==> config.mk <==
export PLATFORM = sky130hd
export DESIGN_NAME = dirty_rect_tracker
export DESIGN_NICKNAME = d
export VERILOG_FILES = /design/src/rtl/dpt_pkg.sv /design/src/rtl/dpt_addr_decode.sv /design/src/rtl/dpt_dirty_store.sv /design/src/rtl/dpt_scanner.sv /design/src/rtl/dirty_rect_tracker.sv
export SDC_FILE = /design/constraint.sdc
export NUM_CORES = 1
export LEC_CHECK = 0
export BUFFER_PORTS_ARGS = -buffer_cell sky130_fd_sc_hd__buf_2
export CORE_MARGIN = 8
export CORE_UTILIZATION = 45
export CTS_CLUSTER_DIAMETER = 50
export DETAILED_ROUTE_END_ITERATION = 7
export PLACE_DENSITY_LB_ADDON = 0.12
export SLEW_MARGIN = 20
export SYNTH_ARGS = -nofsm -noshare
export SYNTH_HDL_FRONTEND = slang
export SYNTH_SLANG_ARGS = --single-unit
==> constraint.sdc <==
create_clock -name clk -period 4.3 [get_ports clk]
set_input_delay 0.645 -clock clk [delete_from_list [all_inputs] [get_ports clk]]
set_output_delay 0.645 -clock clk [all_outputs]
set_load 0.01 [all_outputs]
==> src/rtl/dpt_pkg.sv <==
package dpt_pkg;

    localparam int LINE_BYTES     = 1024;
    localparam int PAGE_BYTES     = 4096;
    localparam int MAX_LINES      = 768;
    localparam int MAX_WIDTH      = 1024;

    localparam int LINES_PER_PAGE = PAGE_BYTES / LINE_BYTES;
    localparam int NUM_PAGES      = MAX_LINES / LINES_PER_PAGE;
    localparam int ADDR_W         = $clog2(LINE_BYTES * MAX_LINES);
    localparam int OFF_W          = $clog2(PAGE_BYTES);
    localparam int PAGE_W         = $clog2(NUM_PAGES + 1);
    localparam int LINE_W         = $clog2(MAX_LINES + 1);
    localparam int WIDTH_W        = $clog2(MAX_WIDTH + 1);
    localparam int SUB_W          = $clog2(LINES_PER_PAGE);

    typedef enum logic [2:0] {
        ST_IDLE,
        ST_CHECK,
        ST_FETCH,
        ST_EMIT,
        ST_CLEAR
    } scan_state_e;

    typedef struct packed {
        logic [LINE_W-1:0] y;
        logic [LINE_W-1:0] h;
    } rect_t;

    typedef struct packed {
        logic              en;
        logic              any;
        logic [PAGE_W-1:0] lo;
        logic [PAGE_W-1:0] hi;
    } clear_cmd_t;

    function automatic logic [LINE_W-1:0] first_line(input logic [PAGE_W-1:0] pg);
        return LINE_W'(pg) << SUB_W;
    endfunction

endpackage

==> src/rtl/dpt_addr_decode.sv <==
module dpt_addr_decode
    import dpt_pkg::*;
(
    input  logic              wr_valid,
    input  logic [ADDR_W-1:0] wr_addr,
    output logic              set_en,
    output logic [PAGE_W-1:0] set_page
);
    logic [ADDR_W-OFF_W-1:0] page_raw;

    assign page_raw = wr_addr[ADDR_W-1:OFF_W];
    assign set_page = PAGE_W'(page_raw);
    assign set_en   = wr_valid && (PAGE_W'(page_raw) < PAGE_W'(NUM_PAGES));

endmodule

==> src/rtl/dpt_dirty_store.sv <==
module dpt_dirty_store
    import dpt_pkg::*;
(
    input  logic              clk,
    input  logic              rst,
    input  logic              set_en,
    input  logic [PAGE_W-1:0] set_page,
    input  logic              inv,
    input  logic              hold,
    input  clear_cmd_t        clr,
    input  logic [PAGE_W-1:0] rd_page,
    output logic              rd_dirty
);
    logic [NUM_PAGES-1:0] dirty;
    logic [NUM_PAGES-1:0] pend;
    logic [NUM_PAGES-1:0] set_vec;
    logic [NUM_PAGES-1:0] clr_mask;

    for (genvar i = 0; i < NUM_PAGES; i++) begin : g_page
        assign set_vec[i]  = inv || (set_en && (set_page == PAGE_W'(i)));
        assign clr_mask[i] = clr.any && (PAGE_W'(i) >= clr.lo) && (PAGE_W'(i) <= clr.hi);
    end

    always_ff @(posedge clk) begin
        if (rst) begin
            dirty <= '0;
            pend  <= '0;
        end else if (clr.en) begin
            dirty <= (dirty & ~clr_mask) | pend | set_vec;
            pend  <= '0;
        end else if (hold) begin
            pend  <= pend | set_vec;
        end else begin
            dirty <= dirty | set_vec;
        end
    end

    assign rd_dirty = (rd_page < PAGE_W'(NUM_PAGES)) ? dirty[rd_page] : 1'b0;


    pend_idle_chk: assert property (@(posedge clk) disable iff (rst)
        (!hold && !clr.en) |-> (pend == '0));


    write_lands_chk: assert property (@(posedge clk) disable iff (rst)
        (set_en && !hold && !clr.en) |=> dirty[$past(set_page)]);

endmodule

==> src/rtl/dpt_scanner.sv <==
module dpt_scanner
    import dpt_pkg::*;
(
    input  logic               clk,
    input  logic               rst,
    input  logic               refresh,
    input  logic [LINE_W-1:0]  cfg_height,
    input  logic [WIDTH_W-1:0] cfg_width,
    input  logic               rd_dirty,
    output logic [PAGE_W-1:0]  rd_page,
    output logic               busy,
    output logic               rect_valid,
    input  logic               rect_ready,
    output rect_t              rect_q,
    output logic [WIDTH_W-1:0] rect_w,
    output logic               fetch_valid,
    output logic [LINE_W-1:0]  fetch_line,
    output clear_cmd_t         clr
);
    scan_state_e        state;
    logic [PAGE_W-1:0]  page;
    logic [SUB_W-1:0]   fcnt;
    logic               run_open;
    logic [LINE_W-1:0]  y_start;
    logic [PAGE_W-1:0]  lo_pg;
    logic [PAGE_W-1:0]  hi_pg;
    logic               any_seen;
    logic               last_rect;
    logic [LINE_W-1:0]  cur_h;
    logic [WIDTH_W-1:0] cur_w;
    logic [LINE_W-1:0]  y_cur;
    logic               in_range;

    assign y_cur    = first_line(page);
    assign in_range = (page < PAGE_W'(NUM_PAGES)) && (y_cur < cur_h);

    always_ff @(posedge clk) begin
        if (rst) begin
            state     <= ST_IDLE;
            page      <= '0;
            fcnt      <= '0;
            run_open  <= 1'b0;
            y_start   <= '0;
            lo_pg     <= '0;
            hi_pg     <= '0;
            any_seen  <= 1'b0;
            last_rect <= 1'b0;
            cur_h     <= '0;
            cur_w     <= '0;
            rect_q    <= '0;
        end else begin
            case (state)
                ST_IDLE: begin
                    if (refresh) begin
                        cur_h    <= cfg_height;
                        cur_w    <= cfg_width;
                        page     <= '0;
                        run_open <= 1'b0;
                        any_seen <= 1'b0;
                        state    <= ST_CHECK;
                    end
                end
                ST_CHECK: begin
                    if (!in_range) begin
                        if (run_open) begin
                            rect_q.y  <= y_start;
                            rect_q.h  <= y_cur - y_start;
                            run_open  <= 1'b0;
                            last_rect <= 1'b1;
                            state     <= ST_EMIT;
                        end else begin
                            state <= ST_CLEAR;
                        end
                    end else if (rd_dirty) begin
                        if (!run_open) begin
                            run_open <= 1'b1;
                            y_start  <= y_cur;
                        end
                        if (!any_seen) begin
                            any_seen <= 1'b1;
                            lo_pg    <= page;
                        end
                        hi_pg <= page;
                        fcnt  <= '0;
                        state <= ST_FETCH;
                    end else if (run_open) begin
                        rect_q.y  <= y_start;
                        rect_q.h  <= y_cur - y_start;
                        run_open  <= 1'b0;
                        last_rect <= 1'b0;
                        state     <= ST_EMIT;
                    end else begin
                        page <= page + 1'b1;
                    end
                end
                ST_FETCH: begin
                    fcnt <= fcnt + 1'b1;
                    if (fcnt == SUB_W'(LINES_PER_PAGE - 1)) begin
                        page  <= page + 1'b1;
                        state <= ST_CHECK;
                    end
                end
                ST_EMIT: begin
                    if (rect_ready) begin
                        if (last_rect) begin
                            state <= ST_CLEAR;
                        end else begin
                            page  <= page + 1'b1;
                            state <= ST_CHECK;
                        end
                    end
                end
                ST_CLEAR: state <= ST_IDLE;
                default:  state <= ST_IDLE;
            endcase
        end
    end

    assign rd_page     = page;
    assign busy        = (state != ST_IDLE);
    assign rect_valid  = (state == ST_EMIT);
    assign rect_w      = cur_w;
    assign fetch_valid = (state == ST_FETCH);
    assign fetch_line  = y_cur + LINE_W'(fcnt);
    assign clr.en      = (state == ST_CLEAR);
    assign clr.any     = any_seen;
    assign clr.lo      = lo_pg;
    assign clr.hi      = hi_pg;


    rect_hold_chk: assert property (@(posedge clk) disable iff (rst)
        (rect_valid && !rect_ready) |=> (rect_valid && $stable(rect_q) && !fetch_valid));


    fetch_step_chk: assert property (@(posedge clk) disable iff (rst)
        (fetch_valid && $past(fetch_valid)) |-> (fetch_line == $past(fetch_line) + 1'b1));


    rect_shape_chk: assert property (@(posedge clk) disable iff (rst)
        rect_valid |-> ((rect_q.h != '0) && (rect_q.h[SUB_W-1:0] == '0) && (rect_q.y[SUB_W-1:0] == '0)));


    refresh_start_chk: assert property (@(posedge clk) disable iff (rst)
        (!busy && refresh) |=> busy);

endmodule

==> src/rtl/dirty_rect_tracker.sv <==
module dirty_rect_tracker
    import dpt_pkg::*;
(
    input  logic               clk,
    input  logic               rst,
    input  logic               wr_valid,
    input  logic [ADDR_W-1:0]  wr_addr,
    input  logic               invalidate,
    input  logic               refresh,
    input  logic [LINE_W-1:0]  cfg_height,
    input  logic [WIDTH_W-1:0] cfg_width,
    output logic               busy,
    output logic               rect_valid,
    input  logic               rect_ready,
    output logic [LINE_W-1:0]  rect_y,
    output logic [LINE_W-1:0]  rect_h,
    output logic [WIDTH_W-1:0] rect_w,
    output logic               fetch_valid,
    output logic [LINE_W-1:0]  fetch_line
);
    logic              set_en;
    logic [PAGE_W-1:0] set_page;
    logic [PAGE_W-1:0] rd_page;
    logic              rd_dirty;
    clear_cmd_t        clr;
    rect_t             rect_q;

    dpt_addr_decode u_decode (
        .wr_valid (wr_valid),
        .wr_addr  (wr_addr),
        .set_en   (set_en),
        .set_page (set_page)
    );

    dpt_dirty_store u_store (
        .clk      (clk),
        .rst      (rst),
        .set_en   (set_en),
        .set_page (set_page),
        .inv      (invalidate),
        .hold     (busy),
        .clr      (clr),
        .rd_page  (rd_page),
        .rd_dirty (rd_dirty)
    );

    dpt_scanner u_scan (
        .clk         (clk),
        .rst         (rst),
        .refresh     (refresh),
        .cfg_height  (cfg_height),
        .cfg_width   (cfg_width),
        .rd_dirty    (rd_dirty),
        .rd_page     (rd_page),
        .busy        (busy),
        .rect_valid  (rect_valid),
        .rect_ready  (rect_ready),
        .rect_q      (rect_q),
        .rect_w      (rect_w),
        .fetch_valid (fetch_valid),
        .fetch_line  (fetch_line),
        .clr         (clr)
    );

    assign rect_y = rect_q.y;
    assign rect_h = rect_q.h;

endmodule

---- Word level (Yosys, flattened, before mapping) ----
Cells that the tools add are included.
word-level totals
  flip-flop bits (word level) ............. 465
  bits of input ports ..................... 47
  logic and storage cells ................. 1449
  output and inout bits ................... 44
operators by class
  reduce and logical (&&, ||, !) cells .... 788
  equality and inequality tests ........... 207
  bitwise logic cells ..................... 8
  muxes and demuxes ....................... 39
  $lt $le $gt $ge ......................... 388
  add/subtract/negate cells ............... 4
operator list
  cell                                                              number
  bitwise OR 192 bit                                                4
  logical AND 1 bit                                                 578
  == test 8 x 7 -> 1 bit, second input constant                     64
  == test 8 bit, second input constant                              64
  greater-or-equal comparator 7 x 8 -> 1 bit, first input constant  64
  greater-or-equal comparator 8 bit, first input constant           64
  <= comparator 7 x 8 -> 1 bit, first input constant                64
  <= comparator 8 bit, first input constant                         64
  two-way mux 192 bit                                               2
  == test 8 x 6 -> 1 bit, second input constant                     32
  greater-or-equal comparator 6 x 8 -> 1 bit, first input constant  32
  <= comparator 6 x 8 -> 1 bit, first input constant                32
  bitwise AND 192 bit                                               1
  logical OR 1 bit                                                  192
  NOT 192 bit                                                       1
  == test 8 x 5 -> 1 bit, second input constant                     16
  greater-or-equal comparator 5 x 8 -> 1 bit, first input constant  16
  <= comparator 5 x 8 -> 1 bit, first input constant                16
  == test 8 x 4 -> 1 bit, second input constant                     8
  greater-or-equal comparator 4 x 8 -> 1 bit, first input constant  8
  <= comparator 4 x 8 -> 1 bit, first input constant                8
  two-way mux 20 bit                                                3
  two-way mux 8 bit                                                 7
  == test 8 x 3 -> 1 bit, second input constant                     4
  other kinds (41)                                                  90

---- Depth between registers and ports, before layout ----
Gate-level depths: netlist (run 1).
  word-level depth ........................ 8
  mapped depth ............................ 14
  mapped depth without buffers ............ 11

---- Hierarchy ----
A second synthesis (run 1) with hierarchy kept.
second synthesis, totals
  cell total of the unflattened synthesis .. 3438
  area total of the unflattened synthesis .. 26208.9 µm²
modules (own cells, without submodules)
  module           area each (µm²)  times used  cells each  seq. area each (µm²)
  dpt_dirty_store  22250.1          1           2949        7687.4
  dpt_scanner      3887.5           1           480         1541.5
  dpt_addr_decode  71.3             1           9           0.0

---- Worst setup path after synthesis (run 1) ----
Ideal clock, no wire load.
  kind .................................... register to register
  from .................................... reg u_scan.page[1], in the netlist u_scan.rd_page[1]
  to ...................................... reg, netlist name u_scan.rect_q[19]
  slack ................................... 1.041 ns
  path buffers ............................ 5
  library setup time ...................... 0.128 ns
  data arrival time ....................... 3.131 ns
  stages on the path, launching flop included .. 13
  data required time ...................... 4.172 ns
  cells stage by stage .................... dfxtp_1 > buf_4 > buf_4 > buf_2 > mux2_2 > o311ai_0 > o21ai_0 > or4b_4 > buf_6 > a311oi_4 > buf_6 > mux2i_1 > nor2_1
between the ends
  longest elaborated chain between the ends .. 5
RTL lines
  element                                  RTL line               source
  from (decl)                              dpt_scanner.sv:21      logic [PAGE_W-1:0] page;
  from (signal assigned)                   dpt_scanner.sv:93      page <= page + 1'b1;
  from (signal assigned)                   dpt_scanner.sv:99      page <= page + 1'b1;
  from (signal assigned)                   dpt_scanner.sv:108     page <= page + 1'b1;
  binary-select mux 1 bit (select 8 bit)   dpt_dirty_store.sv:38  assign rd_dirty = (rd_page < PAGE_W'(NUM_PAGES)) ? dirty[rd_page] : 1'b0;
  two-way mux 1 bit (not written as such)  dpt_dirty_store.sv:38
  two-way mux 1 bit                        dpt_dirty_store.sv:38
  inequality test 2 bit (no line)          -
  AND reduction 2 bit (no line)            -
Parallel ways exist; a longest one is shown, timed or not. The select of a mux whose other input is x is not followed.
A chain may end at the register's enable or synchronous reset.

---- Final worst setup path (run 1) ----
  from .................................... reg u_scan.page[2], in the netlist u_scan.rd_page[2]
  to ...................................... reg, netlist name u_scan.rect_q[14]
between the ends
  longest elaborated chain between the ends .. 5
RTL lines
  element                                  RTL line
  binary-select mux 1 bit (select 8 bit)   dpt_dirty_store.sv:38
  two-way mux 1 bit (not written as such)  dpt_dirty_store.sv:38
  two-way mux 1 bit                        dpt_dirty_store.sv:38
  inequality test 2 bit (no line)          -
  AND reduction 2 bit (no line)            -
Parallel ways exist; a longest one is shown, timed or not. The select of a mux whose other input is x is not followed.

==> results of run 1 <==
[per-stage QoR]
step	cell area [um2]	hold WS (ns)	setup slack [ns]	total power (W)
finish	27820	0.2535	0.5328	0.01463
global route	27810	0.2477	0.3892	0.01528
CTS	27790	0.2335	0.5574	0.01460
detailed placement	25920	0.4470	0.6040	0.009877
global placement	25910	0.4398	0.6352	0.009759
floorplan	24610	0.4363	1.041	0.008567
[state kept, by name, indices dropped and copies added (netlist names)]
signal	count
u_store.dirty	192
u_store.pend	192
u_scan.rect_q	16
u_scan.rect_w	11
u_scan.cur_h	10
u_scan.hi_pg	8
u_scan.lo_pg	8
u_scan.rd_page	8
u_scan.y_start	8
u_scan.state	3
u_scan.fcnt	2
u_scan.any_seen	1
u_scan.last_rect	1
u_scan.run_open	1
[path summary, 6_finish.rpt]
| check | to | slack, ns | cells past startpoint |
|---|---|---|---|
| setup / recovery | u_scan.rect_q[14] | 0.53 | 9 |
| hold / removal | u_scan.rect_w[2] | 0.25 | 3 |
| setup reg to reg | u_scan.rect_q[14] | 0.53 | 9 |
| hold reg to reg | u_scan.rect_w[10] | 0.45 | 2 |
[metal layers]
layer / GRT usage, % / wire (um)
met3: 8.959 / 11580
met2: 52.22 / 48870
met5: 0 / 0
met4: 17.08 / 6173
met1: 45.24 / 46790
[cells by family after synthesis]
kind of cell               Yosys count  synth area share, %
AOI/OAI and AO/OA                 1213                29.13
xor gates and xnor gates             5               0.1780
adders and majority gates           18               0.9459
buffers and inverters              320                5.192
DFF                                461                37.51
muxes                              113                6.459
other                                1              0.01524
and+or+nand+nor                   1186                20.57
[Yosys cell counts, drive strengths merged, types with 35 or more instances]
cell type / n / area (um2)
nand2: 401 / 1505
o21ai: 161 / 805.8
mux4: 35 / 792.0
dfxtp: 461 / 9229
nand3: 56 / 280.3
nor2: 521 / 1966
clkbuf: 234 / 878.3
o211ai: 41 / 307.8
a21oi: 661 / 3308
nor3: 40 / 200.2
o21a: 200 / 1501
buf: 53 / 275.3
nand2b: 44 / 275.3
mux2i: 65 / 650.6
[area by class of cell]
| type | instances | area [um2] | share of cell area (%) |
|---|---|---|---|
| inverter | 33 | 123.9 | 0.4453 |
| clock inverter | 30 | 286.5 | 1.030 |
| multi-input combinational | 2539 | 14220 | 51.13 |
| antenna | 2 | 5.005 | 0.01799 |
| tap | 696 | 870.8 | 3.131 |
| timing repair buffer | 203 | 1483 | 5.330 |
| clock buffer | 76 | 1587 | 5.704 |
| sequential | 461 | 9239 | 33.21 |
[power by group through the flow]
stage | Sequential [W] | Combinational, W | Clock (W)
finish | 0.00576 | 0.00414 | 0.00474
global route | 0.00585 | 0.00447 | 0.00496
CTS | 0.00574 | 0.00407 | 0.00479
detailed placement | 0.00583 | 0.00405 | 0
global placement | 0.00578 | 0.00397 | 0
floorplan | 0.00566 | 0.00291 | 0
[worst min-delay path, stage by stage]
cell     delay, ns
buf_2         0.09
nand2_1       0.04
a21oi_1       0.05
==> results_dict.tcl, run 1 <==
set metrics [dict create \
    crit_chain "mux4_2 > mux4_2 > nand3_1 > o41ai_1 > or4b_4 > a311oi_4 > buf_12 > mux2i_1 > nor2_1" \
    powerDensity_nw_per_um2 526.0 \
    globalplace.congestion 1.057 \
    post-place-cells 3932 \
    fin_skew_ns 0.01988 \
    hpwl_mm 80.93 \
    hp-class "in2reg" \
    num_rows 85 \
    power_frac_comb_pct 28.3 \
    status "complete, no violations" \
    relSlewSlack_pct 14.23 \
    max_stage_delay_ns 0.77 \
    finalCritPeriodShare_pct 87.61 \
    syn_avg_cell_area_um2 7.417 \
    track_usage_pct 34.51 \
    die-area_um2 62410 \
    detail_route.wl_per_cell_um 28.07 \
    p_sw_w 0.005141 \
    leakagePower_nw 10.22 \
    crit_path_end_kind "flip-flop" \
    period_needed_ns 3.767 \
    grt_pass1_vias 23909 \
    rr_startpoint "u_scan.rd_page[2]" \
    fill_cells 5269 \
    clock_tree.buffer_depth 3 \
    areaGrowthSynthToFinish_pct 13.06 \
    p_seq_share_pct 39.4 \
    crit_arrival_ns 4.24 \
    via_count 25806 \
    fin_util_pct 51.59 \
    wl_mm 113.4 \
    cts.sinks 461 \
    path_common_cell "mux4_2" \
    cts_made_buffers 56 \
    drive_above_1_share_pct 11.61 \
    die_y_um 249.8 \
    fp.coreArea_um2 53920 \
    final_max_slew_viol_count 0 \
    final.setup.tns_ns 0 \
    overflow 0 \
    viasPerCell 6.388 \
    hp-start "cfg_width[2]" \
    required_ns 4.77 \
    io_pins 91 \
    syn_inst 3317 \
    drt_iter0_markers 2879 \
    start_util_pct 45.63 \
    switching_share_pct 35.13 \
    worst_pin_slew_ns 1.273 \
    fin_nets 3359 \
    ant_nets 0 \
    ys_seq_area_share_pct 37.51 \
    ir_drop_uv 746.0 \
    crit_fanout 21 \
    grt_pass1_wl_mm 162.9 \
    cpMaxStageDelayCell "dfxtp_2" \
    io_buffers 74 \
    layout_common_cells "660 x a21oi_1, 513 x nor2_1, 457 x dfxtp_1, 400 x nand2_1, 200 x o21a_1" \
    final-instance-count-excl-fill 4040 \
    internal_power_w 0.009490 \
    grt_max_degree 109 \
    postCtsSetupRepairBufs 0 \
    finalSetupViolations 0 \
    root_buffer "clkbuf_16" \
    yosysUniqueCellTypes 76 \
    crit_family "multiplexers" \
    timing.fmax_ghz 0.2654 \
    final_common_cell "a21oi_1" \
    synth_seq_cells 461 \
    drtPass1Iterations 6 \
    synth_edf_count 0 \
    antenna_found_initial 4 \
    start_kind "flip-flop" \
    cts.repair.resized 0 \
    grt_setup_unrepaired "false" \
    clock_latency_ns 0.63 \
    path_clk_slew_ns 0.06 \
    finalHoldViolations 0 \
    clkPwrFrac_pct 32.4 \
    cts_tree "built" \
    die-width_um 249.8 \
    ys_warn_count 0 \
    async_reset_ff_share_pct 0 \
    h-tree-depth 2 \
    cap_violations 0 \
    synth_flop_cell "dfxtp_1" \
    synth_area_um2 24600 \
    critPathLaunch "u_scan.rd_page[2]" \
    cp_num_buf_inv 1 \
    postCtsHoldBufs 0 \
    drc_errors 0 \
    critPathKind "reg2reg" \
]
Note: power is estimated with default switching activity, not from simulation.
==> run 2: changes to the inputs <==
--- a/config.mk
+++ b/config.mk
@@ -6,6 +6,7 @@
 export NUM_CORES = 1
 export LEC_CHECK = 0
 export BUFFER_PORTS_ARGS = -buffer_cell sky130_fd_sc_hd__buf_2
+export CORE_ASPECT_RATIO = 0.7
 export CORE_MARGIN = 8
 export CORE_UTILIZATION = 45
 export CTS_CLUSTER_DIAMETER = 50
==> results_dict.tcl, run 2 (same netlist as run 1, synthesis figures left out) <==
set metrics [dict create \
    drt_iter0_markers 3368 \
    viasPerCell 6.423 \
    timing.fmax_ghz 0.2580 \
    period_needed_ns 3.876 \
    path_clk_slew_ns 0.06 \
    postCtsSetupRepairBufs 0 \
    num_rows 71 \
    via_count 26160 \
    fin_util_pct 51.61 \
    detail_route.wl_per_cell_um 28.92 \
    io_pins 91 \
    fin_skew_ns 0.02421 \
    crit_path_end_kind "flip-flop" \
    finalCritPeriodShare_pct 90.15 \
    areaGrowthSynthToFinish_pct 12.94 \
    drtPass1Iterations 7 \
    final_max_slew_viol_count 0 \
    relSlewSlack_pct 17.31 \
    start_util_pct 45.70 \
    cts_made_buffers 47 \
    die-width_um 295.5 \
    clock_tree.buffer_depth 3 \
    grt_pass1_wl_mm 167.6 \
    die-area_um2 62530 \
    fin_worst_hold_slack_ns 0.2717 \
    clock_latency_ns 0.60 \
    finalSetupViolations 0 \
    required_ns 4.77 \
    drc_errors 0 \
    status "complete, no violations" \
    root_buffer "clkbuf_16" \
    final.setup.tns_ns 0 \
    reg.largest.list "u_store.dirty x192, u_store.pend x192, u_scan.rect_q x16" \
    die_y_um 211.6 \
    cts.repair.resized 0 \
    fin_nets 3369 \
    cts_tree "built" \
    track_usage_pct 36.19 \
    ant_nets 0 \
    drive_above_1_share_pct 11.62 \
    hpwl_mm 85.94 \
    layout_common_cells "660 x a21oi_1, 516 x nor2_1, 457 x dfxtp_1, 400 x nand2_1, 200 x o21a_1" \
    start_kind "flip-flop" \
    leakagePower_nw 10.22 \
    final_common_cell "a21oi_1" \
    fp.coreArea_um2 53830 \
    cts.sinks 461 \
    powerDensity_nw_per_um2 518.4 \
    grt_max_degree 112 \
    postCtsHoldBufs 0 \
    hp-class "in2reg" \
    worst_pin_slew_ns 1.238 \
    critPathKind "reg2reg" \
    globalplace.congestion 1.082 \
    grt_pass1_vias 23974 \
    crit_arrival_ns 4.34 \
    wl_mm 117.8 \
    cap_violations 0 \
    h-tree-depth 2 \
    finalHoldViolations 0 \
    io_buffers 74 \
    ir_drop_uv 571.4 \
    grt_setup_unrepaired "false" \
    overflow 0 \
    antenna_found_initial 8 \
    crit_fanout 25 \
]
-- run 2: cell types whose count changed in the layout (fill, tap and decap cells not counted), moves of 3 or more --
| cell | previous run | this run |
|---|---|---|
| clkinv_2 | 10 | 3 |
| clkbuf_8 | 12 | 15 |
| bufinv_16 | 2 | 5 |
| clkinvlp_4 | 6 | 1 |
| buf_4 | 118 | 138 |
| clkbuf_16 | 56 | 48 |
| nor2_1 | 513 | 516 |
-- run 2: worst paths after layout --
kind,end,start,cells after the start,slack (ns)
worst max-delay path,u_scan.rect_q[12],u_scan.rd_page[1],9,0.42
worst min-delay path,u_scan.cur_h[8],cfg_height[8],3,0.27
worst max register to register,u_scan.rect_q[12],u_scan.rd_page[1],9,0.42
worst min register to register,u_scan.rect_w[0],u_scan.rect_w[0],2,0.45
-- run 2: layer usage --
layer	vias up	global-route usage, %	wire [um]
li1	11582	-	-
met2	1554	51.15	47440
met3	291	11.98	14810
met5	-	1.415	153
met4	6	14.59	5515
met1	12727	50.13	49890
-- run 2: final cells by class --
| cell class | count | area [um2] |
|---|---|---|
| Antenna cell | 3 | 7.507 |
| Clock buffer | 69 | 1420 |
| Clock inverter | 16 | 244.0 |
| Fill cell | 5261 | 26050 |
| Inverter | 33 | 123.9 |
| Multi-Input combinational cell | 2539 | 14220 |
| Sequential cell | 461 | 9239 |
| Tap cell | 730 | 913.4 |
| Timing Repair Buffer | 222 | 1622 |
-- run 2: where the power goes --
part / switching, W / total, W / leakage [nW] / internal, W
registers: 0.000580 / 0.00580 / 3.81 / 0.00522
logic: 0.00264 / 0.00418 / 5.59 / 0.00154
clock network: 0.00182 / 0.00442 / 0.818 / 0.00260
total: 0.00504 / 0.0144 / 10.2 / 0.00936
-- run 2: through the flow --
stage / setup WS, ns / area, um2 / power (W) / std cells
6_report: 0.4237 / 27790 / 0.01440 / 4073
5_1_grt: 0.2957 / 27780 / 0.01504 / 4071
3_5_place_dp: 0.5673 / 26110 / 0.009939 / 3985
2_1_floorplan: 1.041 / 24610 / 0.008567 / 3320
4_1_cts: 0.5234 / 27780 / 0.01434 / 4070
3_3_place_gp: 0.5976 / 26110 / 0.009792 / 3985
-- run 2: worst max-delay path, stage by stage, from the launching register on --
cell      delay (ns)
dfxtp_4         0.71
buf_4           0.48
mux4_2          0.38
mux2_2          0.32
o311ai_0        0.72
nor4_4          0.21
a311oi_4        0.31
buf_12          0.23
mux2i_1         0.24
nor2_1          0.06
